## src/rtl/gpio_irq_pkg.sv

```systemverilog
package gpio_irq_pkg;
  localparam int unsigned ADDR_W = 8;
  localparam int unsigned BUS_W  = 32;

  localparam logic [ADDR_W-1:0] ADR_STAT  = 8'h00;
  localparam logic [ADDR_W-1:0] ADR_SUMEN = 8'h04;
  localparam logic [ADDR_W-1:0] ADR_DIN   = 8'h40;
  localparam logic [ADDR_W-1:0] ADR_DOUT  = 8'h44;
  localparam logic [ADDR_W-1:0] ADR_OE    = 8'h48;
  localparam logic [ADDR_W-1:0] ADR_LPOL  = 8'h50;
  localparam logic [ADDR_W-1:0] ADR_LMASK = 8'h54;
  localparam logic [ADDR_W-1:0] ADR_EVENT = 8'h58;
  localparam logic [ADDR_W-1:0] ADR_EMASK = 8'h5C;
  localparam logic [ADDR_W-1:0] ADR_EPOL  = 8'h64;

  function automatic logic is_mapped(input logic [ADDR_W-1:0] a);
    return a inside {ADR_STAT, ADR_SUMEN, ADR_DIN, ADR_DOUT, ADR_OE,
                     ADR_LPOL, ADR_LMASK, ADR_EVENT, ADR_EMASK, ADR_EPOL};
  endfunction
endpackage

```

## src/rtl/gpio_in_sync.sv

```systemverilog
module gpio_in_sync #(
  parameter int unsigned NUM_PINS = 16
) (
  input  logic                clk_i,
  input  logic                rst_ni,
  input  logic [NUM_PINS-1:0] pin_i,
  input  logic [NUM_PINS-1:0] epol_i,
  output logic [NUM_PINS-1:0] level_o,
  output logic [NUM_PINS-1:0] edge_o
);
  logic [NUM_PINS-1:0] s1_q, s2_q, prev_q;

  always_ff @(posedge clk_i or negedge rst_ni) begin
    if (!rst_ni) begin
      s1_q   <= '0;
      s2_q   <= '0;
      prev_q <= '0;
    end else begin
      s1_q   <= pin_i;
      s2_q   <= s1_q;
      prev_q <= s2_q;
    end
  end

  assign level_o = s2_q;

  for (genvar g = 0; g < NUM_PINS; g++) begin : g_edge
    // polarity 1 selects falling
    assign edge_o[g] = epol_i[g] ? (prev_q[g] & ~s2_q[g]) : (s2_q[g] & ~prev_q[g]);
  end
endmodule

```

## src/rtl/gpio_event_reg.sv

```systemverilog
module gpio_event_reg #(
  parameter int unsigned NUM_PINS = 16
) (
  input  logic                clk_i,
  input  logic                rst_ni,
  input  logic [NUM_PINS-1:0] edge_i,
  input  logic [NUM_PINS-1:0] clr_i,
  output logic [NUM_PINS-1:0] ev_o
);
  logic [NUM_PINS-1:0] ev_q;

  // set beats clear
  always_ff @(posedge clk_i or negedge rst_ni) begin
    if (!rst_ni) ev_q <= '0;
    else         ev_q <= (ev_q & ~clr_i) | edge_i;
  end

  assign ev_o = ev_q;
endmodule

```

## src/rtl/gpio_irq_sum.sv

```systemverilog
module gpio_irq_sum #(
  parameter int unsigned NUM_PINS = 16
) (
  input  logic [NUM_PINS-1:0] level_i,
  input  logic [NUM_PINS-1:0] lpol_i,
  input  logic [NUM_PINS-1:0] lmask_i,
  input  logic [NUM_PINS-1:0] ev_i,
  input  logic [NUM_PINS-1:0] emask_i,
  input  logic                en_i,
  output logic                pend_o,
  output logic                irq_o
);
  logic [NUM_PINS-1:0] lvl_pend, edg_pend;

  assign lvl_pend = (level_i ^ lpol_i) & lmask_i;
  assign edg_pend = ev_i & emask_i;
  assign pend_o   = |(lvl_pend | edg_pend);
  assign irq_o    = pend_o & en_i;
endmodule

```

## src/rtl/gpio_irq_ctrl.sv

```systemverilog
module gpio_irq_ctrl
  import gpio_irq_pkg::*;
#(
  parameter int unsigned NUM_PINS = 16
) (
  input  logic                clk_i,
  input  logic                rst_ni,
  input  logic [7:0]          addr_i,
  input  logic                we_i,
  input  logic [31:0]         wdata_i,
  output logic [31:0]         rdata_o,
  input  logic [NUM_PINS-1:0] pin_i,
  output logic [NUM_PINS-1:0] pin_o,
  output logic [NUM_PINS-1:0] pin_oe_o,
  output logic                irq_o
);
  localparam int unsigned N = NUM_PINS;

  logic [N-1:0] dout_q, oe_q, lpol_q, lmask_q, emask_q, epol_q;
  logic         sum_en_q;
  logic [N-1:0] level_w, edge_w, ev_q, clr_w, wpins;
  logic         pend_w;
  logic         unused_wdata;

  assign wpins        = wdata_i[N-1:0];
  assign unused_wdata = ^wdata_i;

  always_ff @(posedge clk_i or negedge rst_ni) begin
    if (!rst_ni) begin
      dout_q   <= '0;
      oe_q     <= '0;
      lpol_q   <= '0;
      lmask_q  <= '0;
      emask_q  <= '0;
      epol_q   <= '0;
      sum_en_q <= 1'b0;
    end else if (we_i) begin
      unique case (addr_i)
        ADR_DOUT:  dout_q   <= wpins;
        ADR_OE:    oe_q     <= wpins;
        ADR_LPOL:  lpol_q   <= wpins;
        ADR_LMASK: lmask_q  <= wpins;
        ADR_EMASK: emask_q  <= wpins;
        ADR_EPOL:  epol_q   <= wpins;
        ADR_SUMEN: sum_en_q <= wdata_i[0];
        default: ;
      endcase
    end
  end

  assign clr_w = (we_i && addr_i == ADR_EVENT) ? wpins : '0;

  gpio_in_sync #(.NUM_PINS(N)) i_sync (
    .clk_i, .rst_ni, .pin_i, .epol_i(epol_q), .level_o(level_w), .edge_o(edge_w)
  );

  gpio_event_reg #(.NUM_PINS(N)) i_event (
    .clk_i, .rst_ni, .edge_i(edge_w), .clr_i(clr_w), .ev_o(ev_q)
  );

  gpio_irq_sum #(.NUM_PINS(N)) i_sum (
    .level_i(level_w), .lpol_i(lpol_q), .lmask_i(lmask_q), .ev_i(ev_q),
    .emask_i(emask_q), .en_i(sum_en_q), .pend_o(pend_w), .irq_o
  );

  always_comb begin
    rdata_o = '0;
    case (addr_i)
      ADR_STAT:  rdata_o = 32'(pend_w);
      ADR_SUMEN: rdata_o = 32'(sum_en_q);
      ADR_DIN:   rdata_o = 32'(level_w);
      ADR_DOUT:  rdata_o = 32'(dout_q);
      ADR_OE:    rdata_o = 32'(oe_q);
      ADR_LPOL:  rdata_o = 32'(lpol_q);
      ADR_LMASK: rdata_o = 32'(lmask_q);
      ADR_EVENT: rdata_o = 32'(ev_q);
      ADR_EMASK: rdata_o = 32'(emask_q);
      ADR_EPOL:  rdata_o = 32'(epol_q);
      default:   rdata_o = '0;
    endcase
  end

  assign pin_o    = dout_q;
  assign pin_oe_o = oe_q;
endmodule

```

## config.mk

```make
export PLATFORM = sky130hd
export DESIGN_NAME = gpio_irq_ctrl
export DESIGN_NICKNAME = d
export VERILOG_FILES = /design/src/rtl/gpio_irq_pkg.sv /design/src/rtl/gpio_in_sync.sv /design/src/rtl/gpio_event_reg.sv /design/src/rtl/gpio_irq_sum.sv /design/src/rtl/gpio_irq_ctrl.sv
export SDC_FILE = /design/constraint.sdc
export NUM_CORES = 1
export LEC_CHECK = 0
export CAP_MARGIN = 15
export CORE_AREA = 2 2 120 122
export DETAILED_ROUTE_END_ITERATION = 8
export DIE_AREA = 0 0 122 124
export PLACE_DENSITY = 0.81
export SYNTH_ARGS = -nofsm -noshare
export SYNTH_HDL_FRONTEND = slang
export SYNTH_HIERARCHICAL = 1
export SYNTH_SLANG_ARGS = --single-unit
```

## constraint.sdc

```tcl
create_clock -name clk_i -period 3.41 [get_ports clk_i]
set_clock_uncertainty 0.2 [all_clocks]
set_input_delay 0.341 -clock clk_i [delete_from_list [all_inputs] [get_ports clk_i]]
set_output_delay 0.341 -clock clk_i [all_outputs]
set_load 0.02 [all_outputs]
```

==> results of run 1 <==
[power by group]
group	total, µW	internal [µW]	switching (µW)
logic	432	219	213
registers	2070	2000	76.2
clock network	1980	1240	737
[routing by layer]
metal	vias to the layer above	wire, µm	track usage, %
met3	30	1260	6.87
li1	2192	-	-
met4	0	364	10.8
met5	-	0	0
met2	214	8680	38.5
met1	2636	7550	33.8
[state kept, by name, indices dropped and copies added (netlist names)]
register / flops
lpol_q: 16
i_sync/level_o: 16
sum_en_q: 1
emask_q: 16
pin_oe_o: 16
epol_q: 16
i_sync/prev_q: 16
i_sync/s1_q: 16
lmask_q: 16
pin_o: 16
i_event/ev_o: 16
[synthesized netlist by cell type, drive strengths merged (3+ instances only)]
cell type  number  area share [%]
dfrtp         161              54
mux2          115              18
nand2          44             2.2
buf            31             2.8
a21o           23             2.3
and2           18             1.5
a22oi          17             1.7
nand2b         17             1.4
inv            16            0.80
mux4           16             4.8
xor2           16             1.9
o22ai          15             2.5
a22o           10             1.2
o21ai           8            0.53
clkbuf          7            0.35
mux2i           7            0.93
nor2            7            0.57
nand4           5            0.62
a221oi          4            0.47
nand3           4            0.33
and3            3            0.25
[worst paths after layout]
check | start | to | slack (ns) | cells past startpoint
worst min register to register | i_sync/s1_q[11]$_DFF_PN0_ | i_sync/level_o[11]$_DFF_PN0_ | 0.15 | 0
max in group asynchronous | rst_ni | pin_o[7]$_DFFE_PN0P_ | 1.85 | 3
worst min-delay path | i_sync/s1_q[11]$_DFF_PN0_ | i_sync/level_o[11]$_DFF_PN0_ | 0.15 | 0
worst max-delay path | addr_i[6] | rdata_o[3] | 0.23 | 7
min in group asynchronous | rst_ni | i_sync/prev_q[3]$_DFF_PN0_ | 0.30 | 2
worst max register to register | i_sync/level_o[0]$_DFF_PN0_ | i_event/ev_o[0]$_DFF_PN0_ | 2.26 | 3
[cells by family after synthesis]
family	synth area share (%)
flops	53.6
mux	23.5
simple gates	8.26
compound gates	8.82
buf+inv	3.93
xor+xnor	1.86
other cells	0.0499
[cell type report]
type                    instances  area share [%]
clock buffers                  23            5.37
clock inverters                 9            1.38
inverters                      16           0.647
multi-input cells             357            35.0
flip-flops and latches        161            43.4
well taps                     180            2.43
repair buffers                112            11.8
[per-stage QoR]
stage          cells  setup slack (ns)  power (µW)
2_1_floorplan    572              1.13        2330
3_3_place_gp     825             0.269        2510
3_5_place_dp     825             0.236        2530
4_1_cts          858            0.0495        4510
5_1_grt          858             0.152        4640
6_report         858             0.226        4490
[timing repair]
item	CTS	global route
setup endpoints to repair	0	1
endpoints found under the hold margin	74	0
gates resized for setup	0	1
hold buffers	1	0
==> reports/qor.yml, run 1 <==
grt:
  grt_pass1_vias: 5279
  grt_pass1_wl_um: 28200
  overflow: 0
  antenna_found_initial: 0
  grt_usage_pct: 25.1
  grt_max_degree: 77
clock_network:
  clock_latency_ns: 0.43
  clock_path_buffers: 2
  htree_levels: 4
  cts_setup_buffers: 0
  numCtsBuffers: 17
  cts_tree: "built"
  clk_pin_slew_worst_paths_ns: 0.06
  clock-sinks: 161
  cts_root_buf: "clkbuf_16"
critical_path:
  end_kind: "output port"
  startpoint_type: "primary input"
  critPathBufInv: 3
  cpMaxStageDelayCell: "clkdlybuf4s50_1"
  cp_cell_sequence: "clkdlybuf4s50_1 -> or4b_4 -> nor3_1 -> buf_4 -> nand2_1 -> nand2_1 -> clkdlybuf4s50_1"
  max_stage_delay_ns: 0.60
  worstPathRequired_ns: 2.87
  cp_top_family: "buffers and inverters"
  crit_type: "in2out"
  crit_fanout: 9
  cp.arrival_ns: 2.64
detailed_routing:
  routed_via_density: 5.91
  post-route-drc-count: 0
  wl_per_cell_um: 20.8
  ant_nets: 0
  finalWirelength_um: 17900
  drtIter0Drc: 417
  vias: 5072
  dr.pass1.iters: 5
final_layout:
  final_cell_area_um2: 9280
  final_common_cell: "dfrtp_1"
  n_antenna_cell: 0
  drive_gt1_share_pct: 30.4
  multi_input_area_um2: 3250
  syn_to_final_growth_pct: 23.5
  area.sequential_um2: 4030
  mostFrequentLayoutCells: "dfrtp_1 (161), mux2_2 (105), clkdlybuf4s50_1 (88)"
  n_fill_cell: 936
  nets: 724
  post-route-util_pct: 67.7
synthesis:
  ys_warn_count: 6
  async_flop_share_pct: 100
  ys.flop_type: "dfrtp_1"
  synth_area_um2: 7510
  ys_types: 41
  syn_inst: 557
  synth_edf_count: 0
  syn_avg_cell_area_um2: 13.5
  ys_ff_latch: 161
  synth.yosys.seq_area_share_pct: 53.6
die:
  die-area_um2: 15100
  ioPinCount: 124
  fp.dieW_um: 122
  initial_core_util_pct: 54.8
  num_rows: 43
  die_h_um: 124
  fp.coreArea_um2: 13700
power_and_ir_drop:
  p_leak_uw: 0.00433
  power.density_nw_per_um2: 483
  ir_drop_mv: 0.354
sta:
  tns_ns: 0
  grt_setup_unrepaired: "no"
  relSlewSlack_pct: 53.7
  hold_viol_final: 0
  finalCritPeriodShare_pct: 93.4
  worst_pin_slew_ns: 0.694
  setup_viol: 0
  holdWs_ns: 0.146
  timing.fmax_ghz: 0.314
  drv_slew: 0
  min_period_ns: 3.18
placement:
  gp_congestion: 0.888
  dp_hpwl_um: 11600
  placed_area_um2: 8640
  io_buffers: 91
job:
  maxCapViolCount: 0
worst_hold_path:
  worstHoldPathType: "reg2reg"
run_status:
  outcome: "finished, final reports clean"
No activity file was read; power rests on OpenSTA's default activity.
==> run 2: changes to the inputs <==
CORE_AREA = 2 2 117 119   (was 2 2 120 122)
DIE_AREA = 0 0 119 121   (was 0 0 122 124)
PLACE_DENSITY = 0.85   (was 0.81)
==> run 2 against run 1 <==
Worst hold slack got worse by 0.00051 ns. Clock power rose by 4%. Sequential share of layout area fell by 0.088 points. Utilization rose by 3.4 points. Power rose by 1.9%. Largest power group unchanged. Fmax fell by 0.38%.
==> reports/qor.yml, run 2 (synthesis results as in run 1) <==
sta:
  min_period_ns: 3.20  # +0.0123 ns
  hold_viol_final: 0  # unchanged
  timing.fmax_ghz: 0.313  # -0.38%
  finalCritPeriodShare_pct: 93.7  # +0.36 points
  worst_pin_slew_ns: 0.568  # -0.127 ns
  grt_setup_unrepaired: "no"
  drv_slew: 0  # unchanged
  tns_ns: 0  # unchanged
  setup_viol: 0  # unchanged
  relSlewSlack_pct: 62.2  # +8.4 points
clock_network:
  clock_path_buffers: 2  # unchanged
  clock-sinks: 161  # unchanged
  numCtsBuffers: 17  # unchanged
  clk_pin_slew_worst_paths_ns: 0.05  # about the same
  htree_levels: 4  # unchanged
  cts_root_buf: "clkbuf_16"
  cts_setup_buffers: 0  # unchanged
  clock_latency_ns: 0.43  # about the same
  cts_tree: "built"
placement:
  dp_hpwl_um: 11700  # +0.57%
  gp_congestion: 0.832  # -6.3%
  dp_cells: 818  # -0.85%
  placed_area_um2: 8640  # about the same
  io_buffers: 91  # unchanged
critical_path:
  crit_type: "in2out"
  max_stage_delay_ns: 0.62  # +0.02 ns
  cpMaxStageDelayCell: "clkdlybuf4s50_1"
  worstRegToRegCells: 3  # unchanged
  worstPathRequired_ns: 2.87  # about the same
  crit_fanout: 9  # unchanged
  cp.arrival_ns: 2.66  # +0.02 ns
  startpoint_type: "primary input"
  end_kind: "output port"
  cp_cell_sequence: "clkdlybuf4s50_1 -> or4b_4 -> nor3_1 -> buf_4 -> nand2_1 -> nand2_1 -> clkdlybuf4s50_1"
final_layout:
  nets: 721  # -0.41%
  final_cell_area_um2: 9300  # +0.20%
  drive_gt1_share_pct: 30.3  # -0.12 points
  n_antenna_cell: 0  # unchanged
  post-route-util_pct: 71.1  # +3.4 points
  mostFrequentLayoutCells: "dfrtp_1 (161), mux2_2 (105), clkdlybuf4s50_1 (88)"
  syn_to_final_growth_pct: 23.8
  final_common_cell: "dfrtp_1"
  instances_no_fill: 850  # -0.93%
grt:
  grt_max_degree: 78  # +1.3%
  grt_pass1_vias: 5277  # -0.038%
  grt_usage_pct: 26.4  # +1.3 points
  overflow: 0  # unchanged
  antenna_found_initial: 0  # unchanged
  grt_pass1_wl_um: 28500  # +0.95%
detailed_routing:
  ant_nets: 0  # unchanged
  dr.pass1.iters: 4  # -1
  routed_via_density: 5.83  # -1.4%
  wl_per_cell_um: 21.0  # +0.69%
  drtIter0Drc: 399  # -4.3%
  post-route-drc-count: 0  # unchanged
  finalWirelength_um: 17800  # -0.25%
  vias: 4952  # -2.4%
power_and_ir_drop:
  intPower_uw: 3540  # +2.3%
  power.density_nw_per_um2: 491  # +1.7%
  combPwrFrac_pct: 9.5  # about the same
  p_leak_uw: 0.00434  # +0.25%
  seqPwrFrac_pct: 45.4  # -0.8 points
  p_sw_uw: 1030  # +0.40%
  swShare_pct: 22.6  # -0.33 points
  ir_drop_mv: 0.375  # +6.1%
  p_clk_share_pct: 45.2  # +1.0 points
die:
  fp.dieW_um: 119  # -2.5%
  ioPinCount: 124  # unchanged
  num_rows: 42  # -2.3%
  initial_core_util_pct: 57.4  # +2.7 points
  die_h_um: 121  # -2.4%
  fp.coreArea_um2: 13100  # -4.6%
  die-area_um2: 14400  # -4.8%
run_status:
  outcome: "finished, final reports clean"
worst_hold_path:
  worstHoldPathType: "reg2reg"
  hold_path_depth: 0  # unchanged
job:
  maxCapViolCount: 0  # unchanged
## run 2: cell count changes in the layout (fill, tap and decap cells not counted), sizes merged
| cell | previous run | this run |
|---|---|---|
| clkinvlp | 3 | 1 |
| buf | 22 | 19 |
| bufinv | 3 | 5 |
| clkinv | 3 | 6 |
| clkbuf | 23 | 19 |
## run 2: metrics by stage
step | hold WS [ns] | total power (µW) | worst slack [ns]
after detailed placement | 0.135 | 2530 | 0.224
after global placement | 0.132 | 2510 | 0.256
final | 0.145 | 4570 | 0.214
after floorplan | -0.155 | 2330 | 1.13
after global routing | 0.138 | 4730 | 0.130
after CTS | 0.138 | 4600 | 0.0200
## run 2: power by group through the flow
stage                     clock network (µW)  logic (µW)  registers, µW
after floorplan                            0         223           2100
after global placement                     0         418           2100
after detailed placement                   0         429           2100
after CTS                               2090         435           2070
after global routing                    2180         466           2080
final                                   2060         432           2070
## run 2: worst paths after layout
path	slack, ns	startpoint	to
worst max-delay path	0.21	addr_i[6]	rdata_o[10]
worst min-delay path	0.15	i_sync/s1_q[8]$_DFF_PN0_	i_sync/level_o[8]$_DFF_PN0_
worst max register to register	2.26	i_sync/level_o[13]$_DFF_PN0_	i_event/ev_o[13]$_DFF_PN0_
worst min register to register	0.15	i_sync/s1_q[8]$_DFF_PN0_	i_sync/level_o[8]$_DFF_PN0_
max in group asynchronous	1.97	rst_ni	i_sync/s1_q[15]$_DFF_PN0_
min in group asynchronous	0.26	rst_ni	i_sync/prev_q[8]$_DFF_PN0_
## run 2: final cells by class
type	instances	area, µm²
clock buffers	19	453
clock inverters	12	188
fillers	825	3780
inverters	16	60.1
multi-input cells	357	3250
flip-flops and latches	161	4030
well taps	176	220
repair buffers	109	1100
## run 2: critical path: cells and delay by family
family                 cells  cell delay (ns)
buffers and inverters      3             1.44
AND/OR/NAND/NOR            4             0.87
## run 2: routing by layer
metal	wire length [µm]	GRT usage (%)	up-vias
met5	0	0	-
met4	376	10.6	0
met3	1380	7.10	32
met2	8880	41.3	204
met1	7180	35.3	2529
li1	-	-	2187
## run 2: what timing repair did
item / 4_1_cts / 5_1_grt
hold endpoints to repair: 61 / 0
resized for setup: 0 / 2
setup endpoints to repair: 0 / 1
hold buffers: 1 / 0
==> run 3: changes to the inputs <==
CORE_AREA = 2 2 150 152   (was 2 2 117 119)
DIE_AREA = 0 0 152 154   (was 0 0 119 121)
PLACE_DENSITY = not set   (was 0.85)
clock period = 3.6 ns   (was 3.41 ns; I/O delays follow)
==> run 3 against run 2 <==
Register-to-register slack gained 0.18 ns. Via count fell by 1.2%. Power shrank 7.6%. Worst hold slack improved by 0.0010 ns. Global-route usage fell by 9.7 points. Flip-flop and latch count unchanged. Cell count is 12% higher. Sequential power shrank 5%. Die area up 63%.
==> reports/qor.yml, run 3 (synthesis results as in run 1) <==
run_status:
  outcome: "finished, final reports clean"
final_layout:
  syn_to_final_growth_pct: 24.5
  nets: 721  # unchanged
  final_cell_area_um2: 9360  # +0.62%
  n_fill_cell: 1930  # +130%
  final_common_cell: "dfrtp_1"
  n_antenna_cell: 0  # unchanged
  drive_gt1_share_pct: 30.1  # -0.19 points
  mostFrequentLayoutCells: "dfrtp_1 (161), mux2_2 (105), clkdlybuf4s50_1 (89)"
detailed_routing:
  routed_via_density: 5.12  # -12%
  drtIter0Drc: 429  # +7.5%
  vias: 4894  # -1.2%
  dr.pass1.iters: 5  # +1
  finalWirelength_um: 19100  # +7.4%
  post-route-drc-count: 0  # unchanged
  wl_per_cell_um: 20.0  # -4.4%
  ant_nets: 0  # unchanged
placement:
  placed_area_um2: 8750  # +1.2%
  io_buffers: 91  # unchanged
  dp_hpwl_um: 12900  # +10%
  gp_congestion: 0.816  # -1.9%
clock_network:
  cts_root_buf: "clkbuf_16"
  cts.repair.resized: 0  # unchanged
  htree_levels: 4  # unchanged
  clock_latency_ns: 0.43  # about the same
  cts_tree: "built"
  cts_setup_buffers: 0  # unchanged
  clock_path_buffers: 2  # unchanged
  clock-sinks: 161  # unchanged
  numCtsBuffers: 17  # unchanged
  clk_pin_slew_worst_paths_ns: 0.06  # about the same
critical_path:
  crit_type: "reg2out"
  end_kind: "output port"
  crit_fanout: 3  # -6
  worstPathRequired_ns: 3.04  # +0.17 ns
  cp.arrival_ns: 2.90  # +0.24 ns
  startpoint_type: "register"
power_and_ir_drop:
  p_leak_uw: 0.00429  # -1.3%
  ir_drop_mv: 0.315  # -16%
  power.density_nw_per_um2: 451  # -8.2%
grt:
  overflow: 0  # unchanged
  top_usage_layer: "met2"
  grt_use_met1_pct: 23.0  # -12 points
  grt_max_degree: 73  # -6.4%
  grt_pass1_vias: 5185  # -1.7%
  grtUsageMet2_pct: 26.2  # -15 points
  use_met3_pct: 3.80  # -3.3 points
  antenna_found_initial: 0  # unchanged
  grt_pass1_wl_um: 29900  # +4.9%
  grt_usage_pct: 16.7  # -9.7 points
job:
  maxCapViolCount: 0  # unchanged
sta:
  grt_setup_unrepaired: "no"
  hold_viol_final: 0  # unchanged
  finalCritPeriodShare_pct: 96.2
  timing.fmax_ghz: 0.289
  relSlewSlack_pct: 61.2  # -0.95 points
  setup_viol: 0  # unchanged
  drv_slew: 0  # unchanged
  tns_ns: 0  # unchanged
  min_period_ns: 3.46
  worst_pin_slew_ns: 0.581  # +0.0133 ns
worst_hold_path:
  worstHoldPathType: "reg2reg"
die:
  ioPinCount: 124  # unchanged
  die_h_um: 154  # +27%
  fp.coreArea_um2: 21700  # +66%
  initial_core_util_pct: 34.6  # -23 points
  die-area_um2: 23400  # +63%
  num_rows: 54  # +29%
  fp.dieW_um: 152  # +28%
-- run 3: changes by cell type in the layout (fill, tap and decap cells not counted), moves of 2 or more --
cell and delta:
buf_12 -2, clkinv_2 -2, buf_4 +2, inv_6 +2, clkinvlp_4 +2, bufinv_16 -2
-- run 3: per-layer routing --
metal  share of wire [%]  routed length, µm
met2                  47               8960
met3                 4.8                912
met1                  47               8990
met5                   0                  0
met4                 1.4                274
-- run 3: worst paths after layout --
| path | from | endpoint | slack (ns) | depth (start not counted) |
|---|---|---|---|---|
| max reg2reg | i_sync/level_o[6]$_DFF_PN0_ | i_event/ev_o[6]$_DFF_PN0_ | 2.44 | 3 |
| max in group asynchronous | rst_ni | epol_q[5]$_DFFE_PN0P_ | 2.02 | 3 |
| min | i_sync/s1_q[7]$_DFF_PN0_ | i_sync/level_o[7]$_DFF_PN0_ | 0.15 | 0 |
| max | i_event/ev_o[4]$_DFF_PN0_ | rdata_o[0] | 0.14 | 7 |
| min in group asynchronous | rst_ni | pin_o[14]$_DFFE_PN0P_ | 0.26 | 2 |
| min reg2reg | i_sync/s1_q[7]$_DFF_PN0_ | i_sync/level_o[7]$_DFF_PN0_ | 0.15 | 0 |
-- run 3: cell type report --
cell class / instances / area [µm²] / share of cell area [%]
timing repair buffer: 109 / 1070 / 11.4
sequential: 161 / 4030 / 43.1
clock buffer: 19 / 443 / 4.73
multi-input combinational: 357 / 3250 / 34.7
tap: 280 / 350 / 3.74
clock inverter: 13 / 159 / 1.70
inverter: 16 / 60.1 / 0.642
-- run 3: critical path, cell delays in order (launching register included) --
cell,delay [ns]
dfrtp_1,0.41
a22o_1,0.26
a221oi_1,0.36
nand4_1,0.18
or4_1,0.48
nand4_1,0.11
nand4_1,0.12
clkdlybuf4s50_1,0.56
-- run 3: per-stage QoR --
| step | util [%] | power (µW) | std cells | hold WS, ns | worst slack (ns) |
|---|---|---|---|---|---|
| after CTS | 43.1 | 4270 | 955 | 0.150 | 0.158 |
| after global routing | 43.1 | 4390 | 955 | 0.146 | 0.00254 |
| final | 43.1 | 4220 | 955 | 0.146 | 0.137 |
| after detailed placement | 40.3 | 2410 | 922 | 0.135 | 0.329 |
| after floorplan | - | 2200 | 572 | -0.136 | 1.28 |
| after global placement | 40.3 | 2390 | 922 | 0.132 | 0.290 |
-- run 3: timing repair --
item / CTS / global route
hold buffers: 1 / 0
hold endpoints to repair: 50 / 0
setup endpoints to repair: 0 / 0
-- run 3: power breakdown --
part           switching (µW)  total [µW]  internal (µW)  leakage, µW
Sequential               71.3        1960           1890      0.00204
Combinational             206         413            207      0.00196
Clock                     740        1850           1110     0.000290
